`config.mk`:
```
export PLATFORM = sky130hd
export DESIGN_NAME = flash_cmd_decoder
export DESIGN_NICKNAME = d
export VERILOG_FILES = /design/src/rtl/flash_cmd_decoder.sv
export SDC_FILE = /design/constraint.sdc
export NUM_CORES = 1
export LEC_CHECK = 0
export ABC_AREA = 1
export ABC_CLOCK_PERIOD_IN_PS = 1450
export CELL_PAD_IN_SITES_DETAIL_PLACEMENT = 2
export CELL_PAD_IN_SITES_GLOBAL_PLACEMENT = 2
export CORE_AREA = 2 2 83 85
export CTS_BUF_LIST = sky130_fd_sc_hd__clkbuf_2
export DETAILED_ROUTE_END_ITERATION = 10
export DIE_AREA = 0 0 85 87
export DONT_BUFFER_PORTS = 1
export PLACE_DENSITY_LB_ADDON = 0.1
export SLEW_MARGIN = 20
export SYNTH_ARGS = -nofsm -noshare
export SYNTH_HDL_FRONTEND = slang
export SYNTH_SLANG_ARGS = --single-unit
```
`constraint.sdc`:
```
create_clock -name clk -period 1.45 [get_ports clk]
set_input_delay 0.2175 -clock clk [delete_from_list [all_inputs] [get_ports clk]]
set_output_delay 0.2175 -clock clk [all_outputs]
set_load 0.01 [all_outputs]
```
`src/rtl/flash_cmd_decoder.sv`:
```
module flash_cmd_decoder #(
  parameter int ADDR_W = 21,
  parameter int DATA_W = 16
) (
  input  logic              clk,
  input  logic              rst_n,
  input  logic              wr_en,
  input  logic [ADDR_W-1:0] wr_addr,
  input  logic [DATA_W-1:0] wr_data,
  input  logic              busy,
  output logic              pgm_stb,
  output logic              chip_erase_stb,
  output logic              sec_erase_stb,
  output logic              sec_lock_stb,
  output logic              susp_stb,
  output logic              resume_stb,
  output logic              id_enter_stb,
  output logic              id_exit_stb,
  output logic              prot_pgm_stb,
  output logic              prot_lock_stb,
  output logic [ADDR_W-1:0] op_addr,
  output logic [DATA_W-1:0] op_data,
  output logic              id_mode,
  output logic              sp_mode
);
  localparam logic [10:0] A_FIRST = 11'h555;
  localparam logic [10:0] A_SECOND = 11'h2AA;
  localparam logic [10:0] A_PLOCK = 11'h080;
  localparam int NSTB = 10;
  localparam int B_PGM = 0, B_CE = 1, B_SE = 2, B_LK = 3, B_SUS = 4;
  localparam int B_RES = 5, B_IDE = 6, B_IDX = 7, B_PPG = 8, B_PLK = 9;

  typedef enum logic [2:0] {
    S_IDLE, S_UL1, S_UL2, S_PGM, S_PROT, S_ER3, S_ER4, S_ER5
  } seq_t;

  seq_t            st, nst;
  logic [NSTB-1:0] stb, nstb;
  logic            sp_set;

  wire       take   = wr_en && !busy;
  wire [7:0] cbyte  = wr_data[7:0];
  wire       at_one = wr_addr[10:0] == A_FIRST;
  wire       at_two = wr_addr[10:0] == A_SECOND;

  always_comb begin
    nst    = st;
    nstb   = '0;
    sp_set = 1'b0;
    if (take) begin
      nst = S_IDLE;
      if (sp_mode) nstb[B_PGM] = 1'b1;
      else begin
        case (st)
          S_IDLE: begin
            if (cbyte == 8'hAA && at_one) nst = S_UL1;
            else if (cbyte == 8'hB0)      nstb[B_SUS] = 1'b1;
            else if (cbyte == 8'h30)      nstb[B_RES] = 1'b1;
            else if (cbyte == 8'hF0)      nstb[B_IDX] = 1'b1;
          end
          S_UL1: if (cbyte == 8'h55 && at_two) nst = S_UL2;
          S_UL2: if (at_one) begin
            case (cbyte)
              8'hA0:   nst = S_PGM;
              8'hC0:   nst = S_PROT;
              8'h80:   nst = S_ER3;
              8'h90:   nstb[B_IDE] = 1'b1;
              8'hF0:   nstb[B_IDX] = 1'b1;
              default: ;
            endcase
          end
          S_PGM: nstb[B_PGM] = 1'b1;
          S_PROT: begin
            if (wr_addr[10:0] == A_PLOCK) nstb[B_PLK] = !wr_data[1];
            else                          nstb[B_PPG] = 1'b1;
          end
          S_ER3: if (cbyte == 8'hAA && at_one) nst = S_ER4;
          S_ER4: if (cbyte == 8'h55 && at_two) nst = S_ER5;
          S_ER5: begin
            case (cbyte)
              8'h10:   nstb[B_CE] = at_one;
              8'h30:   nstb[B_SE] = 1'b1;
              8'h60:   nstb[B_LK] = 1'b1;
              8'hA0:   sp_set = at_one;
              default: ;
            endcase
          end
          default: ;
        endcase
      end
    end
  end

  always_ff @(posedge clk) begin
    if (!rst_n) begin
      st      <= S_IDLE;
      stb     <= '0;
      id_mode <= 1'b0;
      sp_mode <= 1'b0;
      op_addr <= '0;
      op_data <= '0;
    end else begin
      st  <= nst;
      stb <= nstb;
      if (take) begin
        op_addr <= wr_addr;
        op_data <= wr_data;
      end
      if (sp_set)          sp_mode <= 1'b1;
      if (nstb[B_IDE])      id_mode <= 1'b1;
      else if (nstb[B_IDX]) id_mode <= 1'b0;
    end
  end

  assign pgm_stb        = stb[B_PGM];
  assign chip_erase_stb = stb[B_CE];
  assign sec_erase_stb  = stb[B_SE];
  assign sec_lock_stb   = stb[B_LK];
  assign susp_stb       = stb[B_SUS];
  assign resume_stb     = stb[B_RES];
  assign id_enter_stb   = stb[B_IDE];
  assign id_exit_stb    = stb[B_IDX];
  assign prot_pgm_stb   = stb[B_PPG];
  assign prot_lock_stb  = stb[B_PLK];

  a_r12_one_strobe: assert property (@(posedge clk) disable iff (!rst_n)
    $onehot0({pgm_stb, chip_erase_stb, sec_erase_stb, sec_lock_stb, susp_stb,
              resume_stb, id_enter_stb, id_exit_stb, prot_pgm_stb, prot_lock_stb}));

  a_r10_busy_quiet: assert property (@(posedge clk) disable iff (!rst_n)
    busy |=> !(pgm_stb || chip_erase_stb || sec_erase_stb || sec_lock_stb || susp_stb ||
               resume_stb || id_enter_stb || id_exit_stb || prot_pgm_stb || prot_lock_stb));

  a_r11_sp_sticky: assert property (@(posedge clk) disable iff (!rst_n)
    sp_mode |=> sp_mode);

  a_r11_sp_only_pgm: assert property (@(posedge clk) disable iff (!rst_n)
    sp_mode |=> !(chip_erase_stb || sec_erase_stb || sec_lock_stb || susp_stb || resume_stb));

  a_r4_id_enter: assert property (@(posedge clk) disable iff (!rst_n)
    id_enter_stb |-> id_mode);

  a_r4_id_exit: assert property (@(posedge clk) disable iff (!rst_n)
    id_exit_stb |-> !id_mode);

  a_r3_pgm_from_write: assert property (@(posedge clk) disable iff (!rst_n)
    wr_en && !busy && !sp_mode |=> !pgm_stb || st == S_IDLE);
endmodule

```
# Yosys cells after proc, flatten, opt, wreduce, memory -nomap -nowiden
# Cells that the tools add are included.
# Widths: inputs -> output; s select.
# totals
regBits	52
in_bits	41
output_inout_bits	49
word_cells	90
# op_classes
n_eq_ne	21
mux	35
bitwise	7
n_reduce_logical	14
# op_table
operator	n
$eq 8x8->1 const B	7
$mux 1	21
$eq 8x7->1 const B	2
$mux 3	5
$pmux 3 s5	1
$reduce_or 5->1	3
$eq 3x3->1 const B	4
$eq 11x10->1 const B	1
$eq 11x11->1 const B	1
$eq 11x8->1 const B	1
$pmux 3 s3	1
$eq 8x5->1 const B	1
$eq 8x6->1 const B	1
$mux 2	4
$mux 8	1
$reduce_or 4->1	2
$mux 7	1
$not 1->1	7
$eq 3x2->1 const B	2
$reduce_or 6->1	1
$eq 3x1->1 const B	1
$logic_and 1x1->1	3
$logic_not 3->1	1
$logic_not 1->1	2
other kinds (3)	3

# Depth between registers and ports, before layout
# Gate-level depths: netlist (run 1).
# depth
word_depth	10
ltp_mapped	10
depth_no_buf	10

# Worst setup path after synthesis (run 1)
# No wires, ideal clock.
# synth_path
path_kind	reg-to-reg
from	register st[2]
to	register st[2]
setup_time_ns	0.066
t_arrival_ns	1.135
required_ns	1.384
path_slack_ns	0.249
path_stages_with_launch	10
path_buffers	0
period_less_slack_ns	1.201
cell_sequence	dfxtp_1 > inv_1 > nand2_2 > nor2_1 > inv_1 > nor2_2 > nand3_1 > nand3_1 > nand2_1 > a21oi_2
# synth_via
elab_chain_len	3
elab_cells_between_ends	7
cone_classes	eq/ne: 4; mux: 2; reduce/logical: 1
# synth_lines
item	line	text
start, declared	37	seq_t st, nst;
start signal, assigned	103	st <= nst;
$eq 3x3->1 (tied with other cells)	54	case (st)
$pmux 3 s5 *	54	
$mux 3 *	52	if (sp_mode) nstb[B_PGM] = 1'b1;
# Every way passes the cells marked *; elsewhere a longest branch is shown, timed or not.
# A chain may end at the register's enable or synchronous reset.

# Final worst setup path (run 1)
# layout_path
from	input wr_addr[1]
to	register st[2]
# layout_via
elab_chain_len	5
elab_cells_between_ends	9
cone_classes	eq/ne: 2; mux: 5; reduce/logical: 2
# layout_lines
item	line	text
start, declared	8	input logic [ADDR_W-1:0] wr_addr,
$eq 11x10->1 / $eq 11x11->1 (equally long branches)	44, 43	
$logic_and 1x1->1, on equally long branches	78, 77	
$mux 3, on equally long branches	78, 77	
$pmux 3 s5 *	54	
$mux 3 *	52	
# Marks and branches as above.

==> results.json, run 1 <==
{
  "vdd_drop_max_mv": 0.3906,
  "finalHoldViolations": 0,
  "wl_met3_um": 486,
  "cp-end-kind": "flop",
  "start_kind": "primary input",
  "ys.flop_type": "dfxtp_1",
  "p_leak_nw": 1.167,
  "die_height_um": 87,
  "htree_levels": 2,
  "cp.required_ps": 1840,
  "rows": 30,
  "slew_headroom_pct": 76.10,
  "rsz0062_at_grt": "true",
  "synthesis.area_sq_um": 2147,
  "cts_tree": "done",
  "die_area_sq_um": 7395,
  "maxCapViolations": 0,
  "pre_cts_slack_ps": 122.2,
  "cp_max_fo": 4,
  "cts_buffers": 5,
  "finalCriticalPeriod_ps": 1418,
  "n_antenna_cell": 0,
  "synth_top_area_share_pct": 48.48,
  "setup_tns_ps": 0,
  "synth_area_leaders": "dfxtp_1 48%, nor2_1 14%, o21ai_0 8.4%",
  "wl_met2_mm": 3.929,
  "gr-total-overflow": 0,
  "cts.sinks": 52,
  "criticalPathCategory": "primary input to flop",
  "drive_gt1_share_pct": 13.49,
  "yosysUniqueCellTypes": 22,
  "grt_usage_pct": 20.39,
  "dpl.hpwl_mm": 4.900,
  "ys_ff_latch": 52,
  "synth_warnings": 0,
  "synth-seq-area-share_pct": 48.48,
  "grt_max_degree": 50,
  "route.detailed.wl_per_inst_um": 17.87,
  "avgSynthCellArea_sq_um": 7.254,
  "slew_violations": 0,
  "antenna_found_initial": 0,
  "synth_fp_nets": 337,
  "initial_core_util_pct": 32.69,
  "area_growth_pct": 31.18,
  "highest_layer": "met4",
  "wl_met1_mm": 3.057,
  "clk_pin_slew_ps": 290,
  "timing.final.ws_setup_ps": 32.28,
  "clock_latency_ps": 450,
  "final_area_sq_um": 2816,
  "placement.io_buffers": 0,
  "fmax_ghz": 0.7054,
  "cts_root_buffer": "clkbuf_2",
  "cts_setup_buffers": 0,
  "gp_congestion": 0.8187,
  "place_area_sq_um": 2301,
  "synth_edf_count": 0,
  "p_per_area_nw_per_um2": 947.5,
  "hold_slack_ps": 31.87,
  "drc": 0,
  "layout.nets": 381,
  "wl_mm": 7.523,
  "num_vias": 2155,
  "via_per_inst": 5.119,
  "fin_skew_ps": 38.03,
  "cts_buffer_depth": 2,
  "fin_crit_sh_pct": 97.77,
  "hp-class": "primary input to flop",
  "dr.pass1.iters": 4,
  "grt_pass1_wl_mm": 12.01,
  "async_flop_share_pct": 0,
  "grt_pass1_vias": 2454,
  "crit_arrival_ps": 1810,
  "status": "finished, final reports clean",
  "finalSetupViolCount": 0,
  "worstMarginPinSlew_ps": 355.8,
  "synthCells": 296,
  "fillers": 767,
  "synth_commonest_cells": "78 x nor2_1, 52 x dfxtp_1, 36 x o21ai_0",
  "pin_count": 90,
  "die_w_um": 85,
  "core_sq_um": 6569,
  "ant_nets": 0,
  "yosys.area.top_type": "dfxtp_1",
  "drt_iter0_markers": 84,
  "synth_most_common_cell": "nor2_1"
}
stage by stage:
| stage | power, mW | utilization, % | std cells |
|---|---|---|---|
| 6_report | 2.669 | 42.88 | 421 |
| 5_1_grt | 2.813 | 42.88 | 421 |
| 4_1_cts | 2.690 | 42.00 | 420 |
| 3_5_place_dp | 1.802 | 35.03 | 374 |
| 3_3_place_gp | 1.793 | 35.03 | 374 |
| 2_1_floorplan | 1.737 | - | 296 |
metal layers:
metal	vias up	GRT usage, %
met4	0	4.762
met5	-	0
li1	1047	-
met3	6	6.351
met2	61	37.86
met1	1041	22.71
registers in the layout, summed over array words and instances, names as in the netlist:
name     cells
op_data     16
sp_mode      1
st           3
id_mode      1
op_addr     21
stb         10
worst paths after layout:
check	startpoint	endpoint	slack, ps	depth (start not counted)
worst min-delay path	rst_n	op_addr[17]	30	3
worst max register to register	st[2]	st[0]	120	6
worst max-delay path	wr_addr[1]	st[2]	30	10
worst min register to register	sp_mode	sp_mode	510	2
report_power, final:
group / total, mW / switching, mW / internal (mW)
Clock: 0.765 / 0.475 / 0.289
Combinational: 0.325 / 0.178 / 0.147
Sequential: 1.58 / 0.0770 / 1.50
Total: 2.67 / 0.730 / 1.94
worst max-delay path: stages:
cell	delay, ps
dlygate4sd3_1	610
nor2_4	170
nand2_1	90
nor2_2	160
nand2_1	90
nor2_2	100
nand3_1	90
nand3_1	90
nand2_1	70
a21oi_2	120
kinds of logic after synthesis:
family / after synthesis / share of synthesized area, %
simple gates: 155 / 32.40
flops: 52 / 48.48
compound gates: 51 / 12.18
buf+inv: 38 / 6.935
timing repair:
item | in CTS | in global routing
setup endpoints to repair | 0 | 7
hold buffers | 38 | 1
endpoints found under the hold margin | 47 | 2
resized for setup | 0 | 16
layout make-up:
class / count / area (sq um) / area share, %
Clock buffer: 5 / 25.02 / 0.8885
Clock inverter: 3 / 42.54 / 1.510
Inverter: 26 / 97.59 / 3.465
Multi-Input combinational cell: 206 / 1007 / 35.76
Sequential cell: 52 / 1044 / 37.05
Tap cell: 80 / 100.1 / 3.554
Timing Repair Buffer: 49 / 500.5 / 17.77
layout by cell type (no fill, tap or decap), types with 11 or more instances in the layout:
| cell | n |
|---|---|
| a21oi_1 | 12 |
| inv_1 | 24 |
| nand2_1 | 28 |
| o21ai_0 | 36 |
| nand3_1 | 11 |
| nor2_1 | 71 |
| dfxtp_1 | 50 |
| dlygate4sd3_1 | 38 |
| nor3_1 | 12 |
No activity file was read; power rests on OpenSTA's default activity.
==> inputs of run 2 (changes only) <==
- REMOVE_ABC_BUFFERS: not set -> 1
==> run 2 against run 1 <==
Effect of this change:
- sequential power is essentially flat
- combinational power shrank 4%
- critical path depth shrank 1
- hold slack gained 7.8 ps
- sequential share of layout area grew 0.42 points
- critical endpoint is now st[1]
- largest cell class unchanged
- highest routed layer unchanged
==> results.json, run 2 (same netlist as run 1, synthesis figures left out) <==
{
  "area_growth_pct": 30.01,
  "p_total_mw": 2.637,
  "cp_max_fo": 3,
  "setup_tns_ps": 0,
  "whs_path_depth": 4,
  "slew_violations": 0,
  "gr-total-overflow": 0,
  "p_per_area_nw_per_um2": 944.6,
  "hp-class": "primary input to flop",
  "cp.required_ps": 1830,
  "htree_levels": 2,
  "core_sq_um": 6569,
  "finalCriticalPeriod_ps": 1362,
  "status": "finished, final reports clean",
  "cts_tree": "done",
  "reg2reg_slack_ps": 110,
  "slew_headroom_pct": 76.21,
  "worstMarginPinSlew_ps": 356.5,
  "crit_arrival_ps": 1740,
  "via_per_inst": 5.164,
  "initial_core_util_pct": 32.69,
  "grt_usage_pct": 19.88,
  "drive_gt1_share_pct": 12.65,
  "ant_nets": 0,
  "internal_power_mw": 1.927,
  "fin_skew_ps": 23.50,
  "grt_max_degree": 38,
  "dpl.hpwl_mm": 4.825,
  "final_cells": 420,
  "n_antenna_cell": 0,
  "rows": 30,
  "crit_top_cell": "nand2_1",
  "cts.sinks": 52,
  "wl_mm": 7.132,
  "criticalPathCategory": "primary input to flop",
  "clk_pin_slew_ps": 250,
  "place_inst": 373,
  "final_area_sq_um": 2791,
  "top_register": "op_addr",
  "pre_cts_slack_ps": 33.92,
  "timing.final.ws_setup_ps": 87.98,
  "p_leak_nw": 1.178,
  "start_kind": "primary input",
  "drc": 0,
  "fin_crit_sh_pct": 93.93,
  "slowest_stage": "dlygate4sd3_1",
  "antenna_found_initial": 0,
  "comb_power_share_pct": 11.8,
  "grt_pass1_wl_mm": 11.64,
  "cp-end-kind": "flop",
  "reg_top3": "op_addr (21), op_data (16), stb (10)",
  "max_stage_delay_ps": 580,
  "cts_root_buffer": "clkbuf_2",
  "p_sw_mw": 0.7097,
  "worst_r2r_startpoint": "st[1]",
  "die_w_um": 85,
  "fmax_ghz": 0.7342,
  "finalHoldViolations": 0,
  "drt_iter0_markers": 73,
  "cts_buffer_depth": 2,
  "route.detailed.wl_per_inst_um": 16.98,
  "maxCapViolations": 0,
  "worstReg2RegEnd": "st[1]",
  "hold_end": "stb[3]",
  "dr.pass1.iters": 4,
  "worstHoldStart": "wr_data[6]",
  "path_buf_inv": 2,
  "reg2regPathDepth": 6,
  "clock_latency_ps": 430,
  "grt_pass1_vias": 2296,
  "gp_congestion": 0.8599,
  "final_cell_mix": "74 x nor2_1, 50 x dfxtp_1, 36 x o21ai_0",
  "rsz0062_at_grt": "true",
  "swShare_pct": 26.91,
  "crit_chain": "dlygate4sd3_1 -> inv_1 -> nor2_1 -> nand2_1 -> nor2_4 -> nand4_1 -> nand2_1 -> o21ai_1 -> a21oi_1",
  "pin_count": 90,
  "pwr-share-clk_pct": 28.5,
  "die_height_um": 87,
  "die_area_sq_um": 7395,
  "finalSetupViolCount": 0,
  "layout.nets": 380,
  "largest_reg_flops": 21,
  "cts_buffers": 5,
  "vdd_drop_max_mv": 0.4889,
  "seq_power_share_pct": 59.7,
  "crit_family": "buffers and inverters",
  "layout_commonest_cell": "nor2_1",
  "place_area_sq_um": 2268,
  "fillers": 790,
  "num_vias": 2169,
  "placement.io_buffers": 0
}
-- run 2: cell types whose count changed in the layout (fill, tap and decap cells not counted), moves of 2 or more --
cell,change
nor2_1,+3
buf_12,-2
nor2_2,-5
dlymetal6s4s_1,+3
nor2_4,+2
dlygate4sd3_1,-4
buf_4,+2
-- run 2: per-stage QoR --
step | util, % | hold slack, ps
final | 42.50 | 39.71
after global routing | 42.50 | 8.475
after CTS | 41.56 | 7.906
after detailed placement | 34.53 | 299.9
after global placement | 34.53 | 301.9
after floorplan | - | 295.4
-- run 2: per-layer routing --
metal	vias to the layer above	part of all wire (%)	track usage [%]
li1	1047	-	-
met1	1056	44	24.10
met4	0	0.90	4.329
met3	5	5.8	4.645
met2	61	50	35.80
met5	-	0	0
-- run 2: area by class of cell --
type / instances / area [sq um] / share of cell area [%]
Sequential cell: 52 / 1046 / 37.47
Multi-Input combinational cell: 206 / 1007 / 36.08
Timing Repair Buffer: 48 / 473.0 / 16.94
Tap cell: 80 / 100.1 / 3.586
Inverter: 26 / 97.59 / 3.496
Clock inverter: 3 / 42.54 / 1.524
Clock buffer: 5 / 25.02 / 0.8965
-- run 2: power by group through the flow --
stage,Combinational (mW),Sequential [mW],Clock [mW]
final,0.312,1.57,0.751
after global routing,0.352,1.59,0.844
after detailed placement,0.188,1.60,0
after CTS,0.304,1.58,0.796
after global placement,0.180,1.60,0
after floorplan,0.130,1.59,0
-- run 2: worst max path at each step --
stage | startpoint | endpoint | slack, ps | cells after the start
finish | wr_data[5] | st[1] | 90 | 9
CTS | st[2] | st[0] | 20 | 6
global placement | st[2] | st[2] | 90 | 9
floorplan | wr_en | st[2] | -550 | 5
detailed placement | st[2] | st[0] | 30 | 9
global route | st[1] | st[1] | -10 | 6
-- run 2: worst min-delay path, cell delays in order --
cell     delay, ps
inv_1           50
nor2_1          60
nand3_1         70
nor2_1          40
-- run 2: timing repair --
action | 4_1_cts | 5_1_grt
hold buffers | 38 | 0
pin swaps | 0 | 2
endpoints found under the setup margin | 2 | 5
endpoints found under the hold margin | 45 | 0
resized for setup | 2 | 16
buffers inserted | 0 | 1
